==> config.mk <==
export PLATFORM = sky130hd
export DESIGN_NAME = sleep_wake_seq
export DESIGN_NICKNAME = d
export VERILOG_FILES = /design/src/rtl/swseq_pkg.sv /design/src/rtl/swseq_sync.sv /design/src/rtl/swseq_tick_cnt.sv /design/src/rtl/sleep_wake_seq.sv
export SDC_FILE = /design/constraint.sdc
export NUM_CORES = 1
export LEC_CHECK = 0
export ABC_AREA = 1
export BUFFER_PORTS_ARGS = -buffer_cell sky130_fd_sc_hd__buf_2
export CAP_MARGIN = 5
export CORE_AREA = 4 4 41 43
export DETAILED_ROUTE_END_ITERATION = 8
export DIE_AREA = 0 0 45 47
export GPL_TIMING_DRIVEN = 0
export SYNTH_ARGS = -nofsm -noshare
export SYNTH_HDL_FRONTEND = slang
export SYNTH_SLANG_ARGS = --single-unit
==> constraint.sdc <==
create_clock -name clk_ref -period 3.1 [get_ports clk_ref]
set_clock_uncertainty 0.05 [all_clocks]
set_input_delay 0.465 -clock clk_ref [delete_from_list [all_inputs] [get_ports clk_ref]]
set_output_delay 0.465 -clock clk_ref [all_outputs]
set_load 0.005 [all_outputs]
==> src/rtl/swseq_pkg.sv <==
package swseq_pkg;

    typedef enum logic [1:0] {
        ST_RUN      = 2'd0,
        ST_GATE_OFF = 2'd1,
        ST_SLEEP    = 2'd2,
        ST_SETTLE   = 2'd3
    } swseq_state_e;

endpackage

==> src/rtl/swseq_sync.sv <==
module swseq_sync #(
    parameter int unsigned STAGES = 2
) (
    input  logic clk,
    input  logic rst_n,
    input  logic d_async,
    output logic q_sync
);

    logic [STAGES-1:0] chain_q;

    generate
        if (STAGES == 1) begin : g_single
            always_ff @(posedge clk or negedge rst_n) begin
                if (!rst_n) chain_q <= '0;
                else        chain_q <= d_async;
            end
        end else begin : g_multi
            always_ff @(posedge clk or negedge rst_n) begin
                if (!rst_n) chain_q <= '0;
                else        chain_q <= {chain_q[STAGES-2:0], d_async};
            end
        end
    endgenerate

    assign q_sync = chain_q[STAGES-1];

endmodule

==> src/rtl/swseq_tick_cnt.sv <==
module swseq_tick_cnt #(
    parameter int unsigned WIDTH = 6
) (
    input  logic             clk,
    input  logic             rst_n,
    input  logic             load,
    input  logic [WIDTH-1:0] load_val,
    output logic             done
);

    logic [WIDTH-1:0] cnt_q;

    always_ff @(posedge clk or negedge rst_n) begin
        if (!rst_n)             cnt_q <= '0;
        else if (load)          cnt_q <= load_val;
        else if (cnt_q != '0)   cnt_q <= cnt_q - 1'b1;
    end

    assign done = (cnt_q == '0);

endmodule

==> src/rtl/sleep_wake_seq.sv <==
module sleep_wake_seq
    import swseq_pkg::*;
#(
    parameter int unsigned SETTLE_TICKS = 33,
    parameter int unsigned GATE_TICKS   = 2,
    parameter int unsigned SYNC_STAGES  = 2
) (
    input  logic clk_ref,
    input  logic rst_n,
    input  logic sleep_req,
    input  logic wake_irq,
    output logic pll_en,
    output logic sysclk_valid
);

    localparam int unsigned MAX_TICKS = (SETTLE_TICKS > GATE_TICKS) ? SETTLE_TICKS : GATE_TICKS;
    localparam int unsigned CNT_W     = $clog2(MAX_TICKS + 1);
    localparam logic [CNT_W-1:0] SETTLE_LOAD = CNT_W'(SETTLE_TICKS - 1);
    localparam logic [CNT_W-1:0] GATE_LOAD   = CNT_W'(GATE_TICKS - 1);

    swseq_state_e     state_q, state_d;
    logic             irq_sync;
    logic             tick_done;
    logic             cnt_load;
    logic [CNT_W-1:0] cnt_val;

    swseq_sync #(.STAGES(SYNC_STAGES)) u_irq_sync (
        .clk     (clk_ref),
        .rst_n   (rst_n),
        .d_async (wake_irq),
        .q_sync  (irq_sync)
    );

    swseq_tick_cnt #(.WIDTH(CNT_W)) u_tick_cnt (
        .clk      (clk_ref),
        .rst_n    (rst_n),
        .load     (cnt_load),
        .load_val (cnt_val),
        .done     (tick_done)
    );

    // Next-state and counter load decisions
    always_comb begin
        state_d  = state_q;
        cnt_load = 1'b0;
        cnt_val  = GATE_LOAD;
        unique case (state_q)
            ST_RUN: begin
                if (sleep_req) begin
                    state_d  = ST_GATE_OFF;
                    cnt_load = 1'b1;
                    cnt_val  = GATE_LOAD;
                end
            end
            ST_GATE_OFF: begin
                if (irq_sync) begin
                    state_d  = ST_SETTLE;
                    cnt_load = 1'b1;
                    cnt_val  = SETTLE_LOAD;
                end else if (tick_done) begin
                    state_d  = ST_SLEEP;
                end
            end
            ST_SLEEP: begin
                if (irq_sync) begin
                    state_d  = ST_SETTLE;
                    cnt_load = 1'b1;
                    cnt_val  = SETTLE_LOAD;
                end
            end
            ST_SETTLE: begin
                if (tick_done) state_d = ST_RUN;
            end
            default: state_d = ST_RUN;
        endcase
    end

    // State register
    always_ff @(posedge clk_ref or negedge rst_n) begin
        if (!rst_n) state_q <= ST_RUN;
        else        state_q <= state_d;
    end

    // Output decode
    always_comb begin
        pll_en       = 1'b1;
        sysclk_valid = 1'b0;
        unique case (state_q)
            ST_RUN:      sysclk_valid = 1'b1;
            ST_GATE_OFF: pll_en       = 1'b1;
            ST_SLEEP:    pll_en       = 1'b0;
            ST_SETTLE:   pll_en       = 1'b1;
            default:     pll_en       = 1'b1;
        endcase
    end

    assert_valid_needs_pll_R10: assert property (@(posedge clk_ref) disable iff (!rst_n)
        sysclk_valid |-> pll_en);

    assert_req_drops_valid_R2: assert property (@(posedge clk_ref) disable iff (!rst_n)
        (state_q == ST_RUN && sleep_req) |=> (!sysclk_valid && pll_en));

    assert_pll_off_after_gate_R3: assert property (@(posedge clk_ref) disable iff (!rst_n)
        $fell(pll_en) |-> (!sysclk_valid && !$past(sysclk_valid)));

    assert_wake_from_sleep_R5: assert property (@(posedge clk_ref) disable iff (!rst_n)
        (state_q == ST_SLEEP && irq_sync) |=> (pll_en && !sysclk_valid));

    assert_valid_after_settle_R6: assert property (@(posedge clk_ref) disable iff (!rst_n)
        $rose(sysclk_valid) |-> ($past(state_q) == ST_SETTLE));

    assert_gate_only_from_run_R8: assert property (@(posedge clk_ref) disable iff (!rst_n)
        (state_q != ST_RUN && state_q != ST_GATE_OFF) |=> (state_q != ST_GATE_OFF));

    assert_run_ignores_irq_R9: assert property (@(posedge clk_ref) disable iff (!rst_n)
        (state_q == ST_RUN && !sleep_req) |=> (pll_en && sysclk_valid));

endmodule

# Word level (Yosys, flattened, before mapping)

Cells that the tools add are included.

Add/subtract/negate cells: 1
Equality and inequality tests: 7
Multiplexer cells: 15
Reduce and logical (&&, ||, !) cells: 6

Operators by type and width:

| cell                                                  | count |
|---|---|
| 2-to-1 mux 6 bit                                      | 4 |
| 2-to-1 mux 2 bit                                      | 5 |
| case mux 2 bit (4 select lines)                       | 1 |
| logical NOT 6 bit                                     | 1 |
| nonzero test 6 bit                                    | 1 |
| subtractor 6 x 1 -> 6 bit, second input constant      | 1 |
| == test 2 bit, second input constant                  | 2 |
| 2-to-1 mux 1 bit                                      | 4 |
| inequality test 2 bit, second input constant          | 2 |
| AND reduction 4 bit                                   | 1 |
| inequality test 3 x 2 -> 1 bit, second input constant | 1 |
| == test 2 x 1 -> 1 bit, second input constant         | 1 |
| logical NOT 2 bit                                     | 1 |
| inequality test 2 x 1 -> 1 bit, second input constant | 1 |
| case mux 1 bit (2 select lines)                       | 1 |
| nonzero test 2 bit                                    | 1 |
| OR reduction 2 bit                                    | 1 |

Bits in registers: 10
Bits of input ports: 4
Output and inout bits: 2
Logic and storage cells: 32

# Logic depth before layout (Yosys ltp)

Word-level depth: 4
Depth in mapped cells: 9
Depth with buffers taken out: 9

# Cells and area by module

From an unflattened synthesis, not the netlist that was laid out.

Cells, all modules: 94
Area, all modules: 699.4 µm²

Modules (own cells, without submodules):

| module         | times used | cells each | area an instance (µm²) |
|---|---|---|---|
| swseq_tick_cnt | 1          | 55         | 412.9 |
| sleep_wake_seq | 1          | 37         | 236.5 |
| swseq_sync     | 1          | 2          | 50.0 |

# Worst setup path after synthesis

No wires, ideal clock.

Path kind: register to register
Start: register state_q[0]
End: register u_tick_cnt.cnt_q[5]
Arrival: 1.304 ns
Required time: 2.933 ns
Setup slack: 1.629 ns
Cell stages (with the launch flop): 10
Cells stage by stage: dfrtp_1 > inv_1 > ha_1 > nand2_1 > a21oi_2 > nand2_1 > inv_1 > nor2_1 > o21ai_1 > inv_1

Word-level cells in the longest chain between the ends: 4

Ends and longest elaborated chain:

| item                                                                       | line                 | text |
|---|---|---|
| from (decl)                                                                | sleep_wake_seq.sv:21 | `swseq_state_e state_q, state_d;` |
| from (signal assigned)                                                     | sleep_wake_seq.sv:81 | `else state_q <= state_d;` |
| == test 2 bit / == test 2 x 1 -> 1 bit (equally long branches)             | sleep_wake_seq.sv:47 | `unique case (state_q)` |
| OR reduction 2 bit (no line)                                               | -                    |  |
| case mux 1 bit (2 select lines) / 2-to-1 mux 6 bit (equally long branches) | -                    |  |
| 2-to-1 mux 6 bit / nonzero test 2 bit (equally long branches)              | -                    |  |
| to (signal assigned)                                                       | swseq_tick_cnt.sv:15 | `else if (load) cnt_q <= load_val;` |
| to (signal assigned)                                                       | swseq_tick_cnt.sv:16 | `else if (cnt_q != '0) cnt_q <= cnt_q - 1'b1;` |
| to (decl)                                                                  | swseq_tick_cnt.sv:11 | `logic [WIDTH-1:0] cnt_q;` |

Parallel ways exist; a longest one is shown, timed or not.
A chain may end at the register's enable or synchronous reset.

# Final worst setup path

Start: register state_q[0]
End: output sysclk_valid

Word-level cells in the longest chain between the ends: 2

Ends and longest elaborated chain:

| item              | line                 | text |
|---|---|---|
| logical NOT 2 bit | sleep_wake_seq.sv:88 | `unique case (state_q)` |
| 2-to-1 mux 1 bit  | sleep_wake_seq.sv:88 |  |
| to (decl)         | sleep_wake_seq.sv:13 | `output logic sysclk_valid` |

No other way between the ends.

==> metrics <==
WS Path Type reg2out; Setup violations, final 0; DP HPWL about 790 um; drt wl/cell 9.93 um; CP top delay family flip-flops; Adder-Cell Fraction of Synth Area around 14%; Power Internal 0.425 mW; commonest non-fill, non-tap cell in the layout nand2_1; Post-Synthesis Cells 71; clock transition at the registers of the reported paths 0.06 ns; vias in the first global route approximately 430; flops & latches, synth 10; setup TNS 0 ns; highest net fanout along the worst path 5; Setup crit start kind flop; Critical Path Sink Type output port; Final Cycle Share 54.2%; largest family of logic cells by synthesized area simple AND/OR/NAND/NOR gates; die height 47 um; # port buffers 5; worst-margin pin slew 0.216 ns; vias 446; first-pass GRT wire length 1770 um; GPL Wtd Cong approximately 0.73; die outline area 2120 um2; syn nets approximately 80; GR Overflow Total 0; iteration-0 DRC count of the detailed router 3; xor/xnor cell area share of the yosys netlist 4.29%; number of buffers created by CTS 3; Syn. warnings 0; worst-skew pair later-pin latency 0.26 ns; Core Box Area 1300 um2; Die X roughly 45 um; largest area contributor in the netlist dfrtp_1; fmax 0.595 GHz; outcome finished clean; Area contributors post-synth dfrtp_1 (41%), ha_1 (14%), nand2_1 (10%), inv_1 (7.4%), nand3_1 (3.3%); CP required 2.58 ns; first drt pass iteration count 3; CP Cell Sequence inv_1 -> ha_1 -> buf_2; Layout area overhead 14.7%; largest net degree at the start of global routing 11; Comb pwr share between 50 and 60%; post_cts resized 0; slowest CP cell dfrtp_1; sequential power share 31.7%; Hold Vio Cnt, Final 0; post-synthesis mux area share 0%; H-tree level count 1; Setup Fix Bufs, Post-CTS 0; Ports 6; Power Density 1090 nW/um2; P_sw 0.337 mW; layout cell share with drive strength beyond 1 19.8%; ant diodes 0; Max-Cap Viols 0; initial core utilization 47.0%; Row Count 13; Mapped Area about 610 um2; syn_area_per_cell 8.62 um2; Synth cell types 19; Hold Crit Class in2reg; Synth Area in Simple Gates around a quarter; Synth top area share about two fifths; crit path buf inv count 2; post-route ant nets 0; commonest non-fill, non-tap cells in the layout nand2_1 (17), inv_1 (12), dfrtp_1 (10); NumNets Final 93; initial antenna violation count 0; worst rel slew slack a little under nine tenths; WP data arrival 1.17 ns; Residual DRC 0; Leak 0.376 nW; Final min period about 1.7 ns; Compound-Gate Fraction of Synth Area 6.54%; CTS Buffer Depth 2; max-slew violation count 0; Clock power frac between 15 and 20%; CTS sink cnt 10; Sw Share between 40 and 50%; root buf cell clkbuf_4; gr usage total 12.2%; CTS tree yes; sequential fraction of the synthesis area around 40%; vias per cell 4.65; Hold WS 0.256 ns; worst vdd ir 0.423 mV; Crit path largest cell delay 0.42 ns; drt total wl between 900 and 1000 um; RSZ-0062 raised after global routing false
## flip-flops by register name, summed over array words and instances (netlist names)
signal / flops
u_irq_sync.chain_q: 2
state_q: 2
u_tick_cnt.cnt_q: 6
## what timing repair did
item	4_1_cts	5_1_grt
endpoints found under the hold margin	10	0
hold buffers	1	0
setup endpoints to repair	0	0
## worst paths after layout
check	slack (ns)	to	depth (start not counted)	start
hold / removal	0.26	u_irq_sync.chain_q[0]	1	wake_irq
min in group asynchronous	0.53	u_tick_cnt.cnt_q[0]	2	rst_n
setup / recovery	1.42	sysclk_valid	3	state_q[0]
setup reg to reg	1.47	u_tick_cnt.cnt_q[5]	9	state_q[0]
max in group asynchronous	2.29	u_tick_cnt.cnt_q[5]	2	rst_n
hold reg to reg	0.31	u_irq_sync.chain_q[1]	0	u_irq_sync.chain_q[0]
## power by group through the flow
stage | logic (mW) | registers (mW) | clock network (mW)
after floorplan | 0.336 | 0.232 | 0
after global placement | 0.408 | 0.245 | 0
after detailed placement | 0.413 | 0.245 | 0
after CTS | 0.416 | 0.243 | 0.123
after global routing | 0.481 | 0.251 | 0.132
final | 0.405 | 0.242 | 0.115
## worst reg2reg max path, stage by stage (launching register included)
cell	delay, ns
dfrtp_1	0.42
inv_1	0.11
ha_1	0.31
nand2_1	0.08
a21oi_2	0.23
nand2_1	0.10
inv_1	0.06
nor2_1	0.04
o21ai_1	0.08
inv_1	0.05
## synth_stat cells
cell type  number
o21ai_0         1
dfrtp_1        10
o21ai_1         1
nand4_1         1
nand3_1         4
nor2_4          1
nor3_1          2
nor2_1          4
nand3_4         1
ha_1            7
nor2_2          2
a21oi_1         1
o211ai_1        1
xor2_1          2
a21oi_2         2
xnor2_1         1
nand2_1        17
nand2_2         1
inv_1          12
## cell type report
class | instances | area, um2
fillers | 140 | 599
multi-input cells | 49 | 317
inverters | 12 | 45.0
repair buffers | 6 | 35.0
flip-flops and latches | 10 | 250
well taps | 15 | 18.8
clock buffers | 4 | 36.3
## stage by stage
step / instance area [um2] / power, mW / utilization (%) / worst slack [ns] / cells
3_3_place_gp: 656 / 0.653 / 50.4 / 1.45 / 91
2_1_floorplan: 612 / 0.568 / - / 1.63 / 71
6_report: 702 / 0.763 / 53.9 / 1.42 / 96
4_1_cts: 702 / 0.781 / 53.9 / 1.40 / 96
3_5_place_dp: 656 / 0.658 / 50.4 / 1.45 / 91
5_1_grt: 702 / 0.864 / 53.9 / 1.29 / 96
## cells by family after synthesis
logic type	count (synthesis)
and+or+nand+nor	33
buffers and inverters	12
adders and majority gates	7
xor gates and xnor gates	3
DFF	10
AOI/OAI and AO/OA	6
## metal layers
layer / vias up / global-route usage, % / part of all wire [%]
met5: - / 0 / 0
met4: 0 / 3.51 / 0.84
met3: 2 / 6.90 / 5.0
met2: 6 / 17.8 / 43
met1: 196 / 15.5 / 51
li1: 242 / - / -
No activity file was read; power rests on OpenSTA's default activity.
